`src/rtl/csw_pkg.sv`:
```
package csw_pkg;
  localparam int ADDR_W   = 20;
  localparam int SZ_W     = 3;
  localparam int WS_W     = 2;
  localparam int NMID     = 4;
  localparam int MID_IW   = $clog2(NMID);
  localparam int END_GRAN = 10;
  localparam int MID_GRAN = 12;
  localparam int BASE_W   = ADDR_W - MID_GRAN;

  typedef struct packed {
    logic [SZ_W-1:0] size;
    logic [WS_W-1:0] ws;
    logic            ign;
    logic            en;
  } rcfg_t;

  function automatic rcfg_t unpack_cfg(input logic [7:0] d);
    rcfg_t c;
    c.size = d[SZ_W-1:0];
    c.ws   = d[SZ_W+WS_W-1:SZ_W];
    c.ign  = d[5];
    c.en   = d[6];
    return c;
  endfunction

  function automatic logic [ADDR_W-1:0] span_mask(input int unsigned lsb_w,
                                                  input logic [SZ_W-1:0] code);
    logic [ADDR_W:0] bit_at;
    bit_at = (ADDR_W+1)'(1) << (lsb_w + int'(code));
    return bit_at[ADDR_W-1:0] - {{(ADDR_W-1){1'b0}}, 1'b1};
  endfunction

  function automatic logic top_hit(input logic [ADDR_W-1:0] a, input logic [SZ_W-1:0] k);
    return &(a | span_mask(END_GRAN, k));
  endfunction

  function automatic logic bottom_hit(input logic [ADDR_W-1:0] a, input logic [SZ_W-1:0] k);
    return (a & ~span_mask(END_GRAN, k)) == '0;
  endfunction

  function automatic logic middle_hit(input logic [ADDR_W-1:0] a, input logic [BASE_W-1:0] b,
                                      input logic [SZ_W-1:0] k);
    return ((a ^ {b, {MID_GRAN{1'b0}}}) & ~span_mask(MID_GRAN, k)) == '0;
  endfunction

  function automatic logic [MID_IW-1:0] middle_slot(input logic [ADDR_W-1:0] a,
                                                    input logic [SZ_W-1:0] k);
    logic [ADDR_W-1:0] sh;
    sh = a >> (MID_GRAN + int'(k) - MID_IW);
    return sh[MID_IW-1:0];
  endfunction
endpackage

```
`src/rtl/csw_cfg.sv`:
```
module csw_cfg
  import csw_pkg::*;
(
  input  logic              clk,
  input  logic              rst_n,
  input  logic              we,
  input  logic [1:0]        sel,
  input  logic [7:0]        data,
  output rcfg_t             up_cfg,
  output rcfg_t             lo_cfg,
  output rcfg_t             md_cfg,
  output logic [BASE_W-1:0] md_base
);
  localparam rcfg_t UP_RESET = '{size: '0, ws: '1, ign: 1'b0, en: 1'b1};
  localparam rcfg_t OFF      = '{size: '0, ws: '0, ign: 1'b0, en: 1'b0};

  always_ff @(posedge clk) begin
    if (!rst_n) begin
      up_cfg  <= UP_RESET;
      lo_cfg  <= OFF;
      md_cfg  <= OFF;
      md_base <= '0;
    end else if (we) begin
      case (sel)
        2'd0: begin
          up_cfg    <= unpack_cfg(data);
          up_cfg.en <= 1'b1;
        end
        2'd1: lo_cfg  <= unpack_cfg(data);
        2'd2: md_base <= data[BASE_W-1:0];
        default: md_cfg <= unpack_cfg(data);
      endcase
    end
  end
endmodule

```
`src/rtl/csw_decode.sv`:
```
module csw_decode
  import csw_pkg::*;
(
  input  logic [ADDR_W-1:0] addr,
  input  logic              is_mem,
  input  rcfg_t             up_cfg,
  input  rcfg_t             lo_cfg,
  input  rcfg_t             md_cfg,
  input  logic [BASE_W-1:0] md_base,
  output logic              hit_up,
  output logic              hit_lo,
  output logic [NMID-1:0]   hit_md,
  output logic [WS_W-1:0]   win_ws,
  output logic              win_ign
);
  logic            up_raw, lo_raw, md_raw, md_win;
  logic [MID_IW-1:0] slot;

  assign up_raw = is_mem && top_hit(addr, up_cfg.size);
  assign lo_raw = is_mem && lo_cfg.en && bottom_hit(addr, lo_cfg.size);
  assign md_raw = is_mem && md_cfg.en && middle_hit(addr, md_base, md_cfg.size);
  assign slot   = middle_slot(addr, md_cfg.size);

  assign hit_up = up_raw;
  assign hit_lo = lo_raw && !up_raw;
  assign md_win = md_raw && !up_raw && !lo_raw;

  for (genvar g = 0; g < NMID; g++) begin : g_slot
    assign hit_md[g] = md_win && (slot == MID_IW'(g));
  end

  always_comb begin
    win_ws  = '0;
    win_ign = 1'b0;
    if (hit_up) begin
      win_ws  = up_cfg.ws;
      win_ign = up_cfg.ign;
    end else if (hit_lo) begin
      win_ws  = lo_cfg.ws;
      win_ign = lo_cfg.ign;
    end else if (md_win) begin
      win_ws  = md_cfg.ws;
      win_ign = md_cfg.ign;
    end
  end
endmodule

```
`src/rtl/csw_wait.sv`:
```
module csw_wait
  import csw_pkg::*;
(
  input  logic            clk,
  input  logic            rst_n,
  input  logic            start,
  input  logic            stop,
  input  logic [WS_W-1:0] ws_in,
  input  logic            ign_in,
  input  logic            ext_rdy,
  output logic            active,
  output logic            rdy
);
  logic [WS_W-1:0] wcnt;
  logic            ign_q;

  always_ff @(posedge clk) begin
    if (!rst_n) begin
      active <= 1'b0;
      wcnt   <= '0;
      ign_q  <= 1'b0;
    end else if (start) begin
      active <= 1'b1;
      wcnt   <= ws_in;
      ign_q  <= ign_in;
    end else begin
      if (stop) active <= 1'b0;
      if (active && wcnt != '0) wcnt <= wcnt - 1'b1;
    end
  end

  assign rdy = active && (wcnt == '0) && (ign_q || ext_rdy);


  count_down_chk: assert property (@(posedge clk) disable iff (!rst_n)
    (active && !stop && !start && wcnt != '0) |=> (wcnt == $past(wcnt) - 1'b1));

  early_rdy_chk: assert property (@(posedge clk) disable iff (!rst_n)
    (start && ws_in != '0) |=> !rdy);
endmodule

```
`src/rtl/cs_wait_gen.sv`:
```
module cs_wait_gen
  import csw_pkg::*;
(
  input  logic              clk,
  input  logic              rst_n,
  input  logic              cfg_we,
  input  logic [1:0]        cfg_sel,
  input  logic [7:0]        cfg_data,
  input  logic [ADDR_W-1:0] cyc_addr,
  input  logic              cyc_mem,
  input  logic              cyc_valid,
  input  logic              ext_rdy,
  output logic              cs_upper,
  output logic              cs_lower,
  output logic [NMID-1:0]   cs_mid,
  output logic              a1_q,
  output logic              a2_q,
  output logic              rdy_o
);
  rcfg_t             up_cfg, lo_cfg, md_cfg;
  logic [BASE_W-1:0] md_base;
  logic              hit_up, hit_lo, win_ign, active, start;
  logic [NMID-1:0]   hit_md;
  logic [WS_W-1:0]   win_ws;

  csw_cfg u_cfg (.clk(clk), .rst_n(rst_n), .we(cfg_we), .sel(cfg_sel), .data(cfg_data),
                 .up_cfg(up_cfg), .lo_cfg(lo_cfg), .md_cfg(md_cfg), .md_base(md_base));

  csw_decode u_dec (.addr(cyc_addr), .is_mem(cyc_mem), .up_cfg(up_cfg), .lo_cfg(lo_cfg),
                    .md_cfg(md_cfg), .md_base(md_base), .hit_up(hit_up), .hit_lo(hit_lo),
                    .hit_md(hit_md), .win_ws(win_ws), .win_ign(win_ign));

  assign start = cyc_valid && !active;

  csw_wait u_wait (.clk(clk), .rst_n(rst_n), .start(start), .stop(!cyc_valid),
                   .ws_in(win_ws), .ign_in(win_ign), .ext_rdy(ext_rdy),
                   .active(active), .rdy(rdy_o));

  always_ff @(posedge clk) begin
    if (!rst_n) begin
      cs_upper <= 1'b0;
      cs_lower <= 1'b0;
      cs_mid   <= '0;
      a1_q     <= 1'b0;
      a2_q     <= 1'b0;
    end else if (start) begin
      cs_upper <= hit_up;
      cs_lower <= hit_lo;
      cs_mid   <= hit_md;
      a1_q     <= cyc_addr[1];
      a2_q     <= cyc_addr[2];
    end else if (!cyc_valid) begin
      cs_upper <= 1'b0;
      cs_lower <= 1'b0;
      cs_mid   <= '0;
    end
  end


  one_select_chk: assert property (@(posedge clk) disable iff (!rst_n)
    $onehot0({cs_upper, cs_lower, cs_mid}));

  select_in_cycle_chk: assert property (@(posedge clk) disable iff (!rst_n)
    (cs_upper || cs_lower || cs_mid != '0) |-> active);

  io_no_select_chk: assert property (@(posedge clk) disable iff (!rst_n)
    (start && !cyc_mem) |=> !(cs_upper || cs_lower || cs_mid != '0));

  addr_hold_chk: assert property (@(posedge clk) disable iff (!rst_n)
    (active && cyc_valid) |=> $stable({a1_q, a2_q}));
endmodule

```
`config.mk`:
```
export PLATFORM = sky130hd
export DESIGN_NAME = cs_wait_gen
export DESIGN_NICKNAME = d
export VERILOG_FILES = /design/src/rtl/csw_pkg.sv /design/src/rtl/csw_cfg.sv /design/src/rtl/csw_decode.sv /design/src/rtl/csw_wait.sv /design/src/rtl/cs_wait_gen.sv
export SDC_FILE = /design/constraint.sdc
export NUM_CORES = 1
export LEC_CHECK = 0
export BUFFER_PORTS_ARGS = -buffer_cell sky130_fd_sc_hd__buf_2
export CAP_MARGIN = 20
export CORE_AREA = 2 2 82 84
export CTS_CLUSTER_DIAMETER = 100
export DETAILED_ROUTE_END_ITERATION = 8
export DIE_AREA = 0 0 84 86
export PLACE_DENSITY = 0.68
export SLEW_MARGIN = 5
export SYNTH_ARGS = -nofsm -noshare
export SYNTH_HDL_FRONTEND = slang
export SYNTH_HIERARCHICAL = 1
export SYNTH_SLANG_ARGS = --single-unit
```
`constraint.sdc`:
```
create_clock -name clk -period 3 [get_ports clk]
set_input_delay 0.3 -clock clk [delete_from_list [all_inputs] [get_ports clk]]
set_output_delay 0.3 -clock clk [all_outputs]
set_load 0.01 [all_outputs]
```
==> results of run 1 <==
==> registers in the layout, summed over array words and instances, names as in the netlist <==
register	count
u_cfg/md_base	8
u_cfg/lo_cfg	7
u_cfg/md_cfg	7
u_cfg/up_cfg	6
cs_mid	4
u_wait/wcnt	2
a1_q	1
a2_q	1
cs_lower	1
cs_upper	1
u_wait/active	1
u_wait/ign_q	1
==> what timing repair did <==
item	CTS	global route
setup endpoints to repair	0	5
gates resized for setup	0	4
setup buffers	0	2
==> power breakdown <==
group	switching (mW)	internal, mW
clock network	0.195	0.272
registers	0.0185	0.548
logic	0.119	0.0982
total	0.333	0.919
==> final timing paths <==
check	startpoint	end	slack, ns	depth (start not counted)
max	u_cfg/lo_cfg[6]	u_wait/wcnt[0]	0.23	11
min	cfg_data[7]	u_cfg/md_base[7]	0.25	3
max reg2reg	u_cfg/lo_cfg[6]	u_wait/wcnt[0]	0.23	11
min reg2reg	a1_q	a1_q	0.46	2
==> per-stage QoR <==
stage / setup slack (ns) / TNS, ns
6_report: 0.228 / 0
5_1_grt: -0.0155 / -0.0155
4_1_cts: 0.184 / 0
3_5_place_dp: 0.200 / 0
3_3_place_gp: 0.272 / 0
2_1_floorplan: 0.339 / 0
==> per-layer routing <==
layer	up-vias	share of wire (%)	routed length, µm
li1	1241	-	-
met1	1152	48	3180
met2	49	48	3160
met3	6	3.4	228
met4	0	0.94	62
met5	-	0	0
==> final cells by class <==
cell class / count / area, µm² / share of cell area [%]
Multi-Input combinational cell: 262 / 2030 / 60.0
Sequential cell: 40 / 803 / 23.7
Tap cell: 77 / 96.3 / 2.84
Timing Repair Buffer: 48 / 263 / 7.76
Clock inverter: 2 / 38.8 / 1.15
Clock buffer: 6 / 82.6 / 2.44
Inverter: 19 / 71.3 / 2.11
==> worst reg2reg max path, delay by kind of cell, from the launching register on <==
family	cells	cell delay [ns]
DFF	1	0.38
buffers and inverters	2	0.29
and+or+nand+nor	3	0.75
muxes	1	0.19
adders and majority gates	1	0.39
AOI/OAI and AO/OA	4	0.72
==> impl_metrics.yaml, run 1 <==
sta:
  maxSlewHeadroom_pct: 63.1
  hold_viol: 0
  skew_ns: 0.00446
  holdWs_ns: 0.252
  worstMarginPinSlew_ns: 0.551
  finalCriticalPeriod_ns: 2.77
  finalMaxSlewViolations: 0
  clock.fmax_mhz: 361
  setup_viol: 0
  fin_crit_sh_pct: 92.4
global_routing:
  gr-max-usage-layer: "met2"
  grtUsageMet1_pct: 24.6
  grt_usage_pct: 18.6
  grt-ovfl-total: 0
  grt_pass1_vias: 2343
  met2_usage_pct: 32.3
  grt_max_degree: 33
  antenna_found_initial: 0
  grt_util_met3_pct: 2.41
  grt_pass1_wl_um: 11000
setup_path:
  crit_buf_inv: 2
  critPathArrivalTime_ns: 3.00
  critical_path_class: "flop to flop"
  cpPeakStageDelay_ns: 0.47
  cp_top_family: "simple AND/OR/NAND/NOR gates"
  path_max_fanout: 9
  crit_top_cell: "a21oi_1"
  cp.required_ns: 3.23
  cpMaxStageDelayCell: "or4b_1"
  cp-start-kind: "flop"
  crit_chain: "inv_1 -> ha_2 -> or4b_1 -> or2_0 -> mux2i_1 -> nor4_2 -> buf_4 -> a211o_2 -> a21oi_1 -> o21ai_0 -> a21oi_1"
  cp-end-kind: "flop"
clock_network:
  hold_buffers: 0
  cts_tree: "built"
  numCtsBuffers: 5
  max-clock-path-buffers: 2
  root_buffer: "clkbuf_8"
  clkSinkCount: 40
  clk_pin_slew_ns: 0.08
  clock_latency_ns: 0.29
  htreeDepth: 2
route:
  drc: 0
  dr.pass1.iters: 4
  viasPerCell: 5.39
  wire_per_inst_um: 14.6
  drt_wl_total_um: 6630
  initialDrtViolationCount: 128
  drtAntennaViolNets: 0
  vias: 2448
placed_design:
  portBuffers: 39
  placed_cells: 444
  place_area_mm2: 0.00324
  place_congestion: 0.834
  dp.final_hpwl_um: 4950
finish:
  final_cells: 454
  fin_nets: 437
  fill_cells: 586
  num_antenna_cells: 0
  mostFrequentLayoutCell: "nand2_1"
  design_area_mm2: 0.00339
  syn2layout_area_growth_pct: 14.1
  drive_gt1_share_pct: 19.9
  final_cell_mix: "48 x nand2_1, 43 x mux2i_1, 39 x buf_2, 38 x dfxtp_1, 24 x ha_1"
  utilization_pct: 54.0
floorplan:
  die-area_mm2: 0.00722
  die_h_um: 86
  ios: 45
  design.core.area_mm2: 0.00628
  rows: 29
  die_w_um: 84
  initial_core_util_pct: 47.3
flow_run:
  cap_violations: 0
yosys:
  syn_avg_cell_area_um2: 9.02
  yosys_warnings: 6
  synth_area_mm2: 0.00297
  postSynthCellCount: 329
pwr:
  leakagePower_nw: 1.44
  power.total_mw: 1.25
  p_per_area_mw_per_mm2: 370
  vdd_drop_max_mv: 0.193
hold_path:
  hold_path_class: "input pin to flop"
status:
  outcome: "complete, no violations"
No activity file was read; power rests on OpenSTA's default activity.
==> run 2: changes to the inputs <==
--- a/config.mk
+++ b/config.mk
@@ -5,13 +5,14 @@
 export SDC_FILE = /design/constraint.sdc
 export NUM_CORES = 1
 export LEC_CHECK = 0
+export ABC_AREA = 1
 export BUFFER_PORTS_ARGS = -buffer_cell sky130_fd_sc_hd__buf_2
 export CAP_MARGIN = 20
-export CORE_AREA = 2 2 82 84
+export CORE_AREA = 2 2 87 89
 export CTS_CLUSTER_DIAMETER = 100
 export DETAILED_ROUTE_END_ITERATION = 8
-export DIE_AREA = 0 0 84 86
-export PLACE_DENSITY = 0.68
+export DIE_AREA = 0 0 89 91
+export PLACE_DENSITY = 0.67
 export SLEW_MARGIN = 5
 export SYNTH_ARGS = -nofsm -noshare
 export SYNTH_HDL_FRONTEND = slang
==> run 2 against run 1 <==
Against the previous run:
- clock-buffer cell count unchanged
- sequential power up 3%
- wire length increased by 22%
- design area grew 8.8%
- combinational power grew 50%
- largest power group unchanged
- sequential cell count unchanged
- via count grew 37%
- largest cell class unchanged
- sequential share of layout area shrank 2.0 points
==> impl_metrics.yaml, run 2 <==
status:
  outcome: "complete, no violations"
sta:
  finalMaxSlewViolations: 0
  clock.fmax_mhz: 390
  worstMarginPinSlew_ns: 0.732
  setup_viol: 0
  skew_ns: 0.00792
  fin_crit_sh_pct: 85.4
  fin_tns_setup_ns: 0
  maxSlewHeadroom_pct: 51.0
  rsz0062_at_grt: "no"
  finalCriticalPeriod_ns: 2.56
  hold_viol: 0
clock_network:
  post_cts_buffers: 0
  clk_pin_slew_ns: 0.08
  clock_latency_ns: 0.30
  numCtsBuffers: 5
  max-clock-path-buffers: 2
  cts_tree: "built"
  root_buffer: "clkbuf_8"
  clkSinkCount: 40
  hold_buffers: 0
  htreeDepth: 2
  cts_resized: 0
route:
  initialDrtViolationCount: 175
  drtAntennaViolNets: 0
  vias: 3361
  dr.pass1.iters: 4
  drt_wl_total_um: 8080
  viasPerCell: 4.95
  wire_per_inst_um: 11.9
  drc: 0
global_routing:
  grt_max_degree: 36
  grt_pass1_vias: 2982
  grt_pass1_wl_um: 13500
  grt-ovfl-total: 0
  antenna_found_initial: 0
  grt_usage_pct: 20.9
floorplan:
  initial_core_util_pct: 46.5
  ios: 45
  rows: 31
  die-area_mm2: 0.00810
  die_w_um: 89
  die_h_um: 91
  design.core.area_mm2: 0.00714
finish:
  design_area_mm2: 0.00369
  seqCellArea_um2: 801
  fill_cells: 784
  largest_reg_flops: 8
  syn2layout_area_growth_pct: 11.1
  multiInputGateArea_mm2: 0.00213
  final_cells: 679
  num_antenna_cells: 0
  final_cell_mix: "128 x nand2_1, 92 x nor2_1, 68 x inv_1, 61 x nand3_1, 40 x dfxtp_1"
  regMostFlops: "u_cfg/md_base"
  mostFrequentLayoutCell: "nand2_1"
  fin_nets: 640
  drive_gt1_share_pct: 14.7
  largest_registers: "u_cfg/md_base: 8 flops, u_cfg/lo_cfg: 7 flops, u_cfg/md_cfg: 7 flops"
setup_path:
  cp-start-kind: "flop"
  critical_path_class: "flop to flop"
  rr_worst_depth: 18
  path_max_fanout: 10
  r2r-end: "u_wait/wcnt[0]"
  critPathArrivalTime_ns: 2.76
  worst_r2r_startpoint: "u_cfg/up_cfg[5]"
  cp.required_ns: 3.20
  ff2ff_setup_slack_ns: 0.44
  cp-end-kind: "flop"
hold_path:
  min_from: "cfg_data[7]"
  hold_path_end: "u_cfg/md_base[7]"
  hold_path_class: "input pin to flop"
  min_path_cells: 3
flow_run:
  cap_violations: 0
yosys:
  yosys_warnings: 6
  postSynthCellCount: 541
  syn_avg_cell_area_um2: 6.13
  synth_area_mm2: 0.00332
pwr:
  p_sw_uw: 437
  pwr-share-clk_pct: 34.0
  p_per_area_mw_per_mm2: 375
  vdd_drop_max_mv: 0.429
  leakagePower_nw: 1.85
  combPwrFrac_pct: 23.6
  switching_share_pct: 31.6
  p_int_uw: 944
  power.total_mw: 1.38
  p_seq_share_pct: 42.4
placed_design:
  dp.final_hpwl_um: 6070
  portBuffers: 39
  place_area_mm2: 0.00356
  placed_cells: 671
  place_congestion: 0.885
## run 2: layout make-up
cell class / count / share of cell area (%)
Multi-Input combinational cell: 411 / 57.7
Sequential cell: 40 / 21.7
Inverter: 81 / 8.38
Timing Repair Buffer: 40 / 5.50
Tap cell: 99 / 3.36
Clock buffer: 6 / 2.24
Clock inverter: 2 / 1.05
## run 2: layer usage
| layer | GRT usage [%] | up-vias | routed length, µm |
|---|---|---|---|
| met1 | 29.6 | 1518 | 3880 |
| li1 | - | 1764 | - |
| met2 | 33.0 | 71 | 3760 |
| met4 | 5.22 | 0 | 74 |
| met3 | 2.91 | 8 | 365 |
| met5 | 0 | - | 0 |
## run 2: worst max path at each step
| stage | from | endpoint | slack (ns) | cells past startpoint |
|---|---|---|---|---|
| after global routing | u_cfg/up_cfg[5] | u_wait/wcnt[0] | 0.14 | 18 |
| after global placement | u_cfg/up_cfg[5] | u_wait/wcnt[0] | 0.50 | 18 |
| after CTS | u_cfg/up_cfg[5] | u_wait/wcnt[0] | 0.44 | 18 |
| after floorplan | u_cfg/up_cfg[5] | u_wait/wcnt[0] | 0.79 | 18 |
| after detailed placement | u_cfg/up_cfg[5] | u_wait/wcnt[0] | 0.47 | 18 |
| final | u_cfg/up_cfg[5] | u_wait/wcnt[0] | 0.44 | 18 |
## run 2: critical path, cell delays in order (launching register included)
cell and delay, ns:
dfxtp_1 0.57, inv_2 0.16, ha_1 0.40, inv_2 0.13, nand3_2 0.10, nor2_1 0.15
nor2_1 0.05, nand2_1 0.05, nand3_1 0.11, nand3_4 0.18, clkinv_4 0.09, nand2_1 0.06
nand3_1 0.07, inv_1 0.05, nand2_1 0.04, nand2_1 0.07, nand2_1 0.05, nand2_1 0.07
nor2_2 0.04
## run 2: power groups by stage
stage / clock network (mW) / registers, mW / logic, mW
2_1_floorplan: 0 / 0.590 / 0.242
3_3_place_gp: 0 / 0.597 / 0.312
3_5_place_dp: 0 / 0.598 / 0.320
4_1_cts: 0.483 / 0.586 / 0.321
5_1_grt: 0.501 / 0.590 / 0.375
6_report: 0.470 / 0.586 / 0.325
## run 2: per-stage QoR
| stage | hold WS, ns | setup slack, ns | utilization (%) |
|---|---|---|---|
| after floorplan | 0.421 | 0.792 | - |
| after global placement | 0.452 | 0.502 | 49.9 |
| after detailed placement | 0.463 | 0.470 | 49.9 |
| after CTS | 0.229 | 0.439 | 51.6 |
| after global routing | 0.269 | 0.141 | 51.6 |
| final | 0.233 | 0.437 | 51.6 |
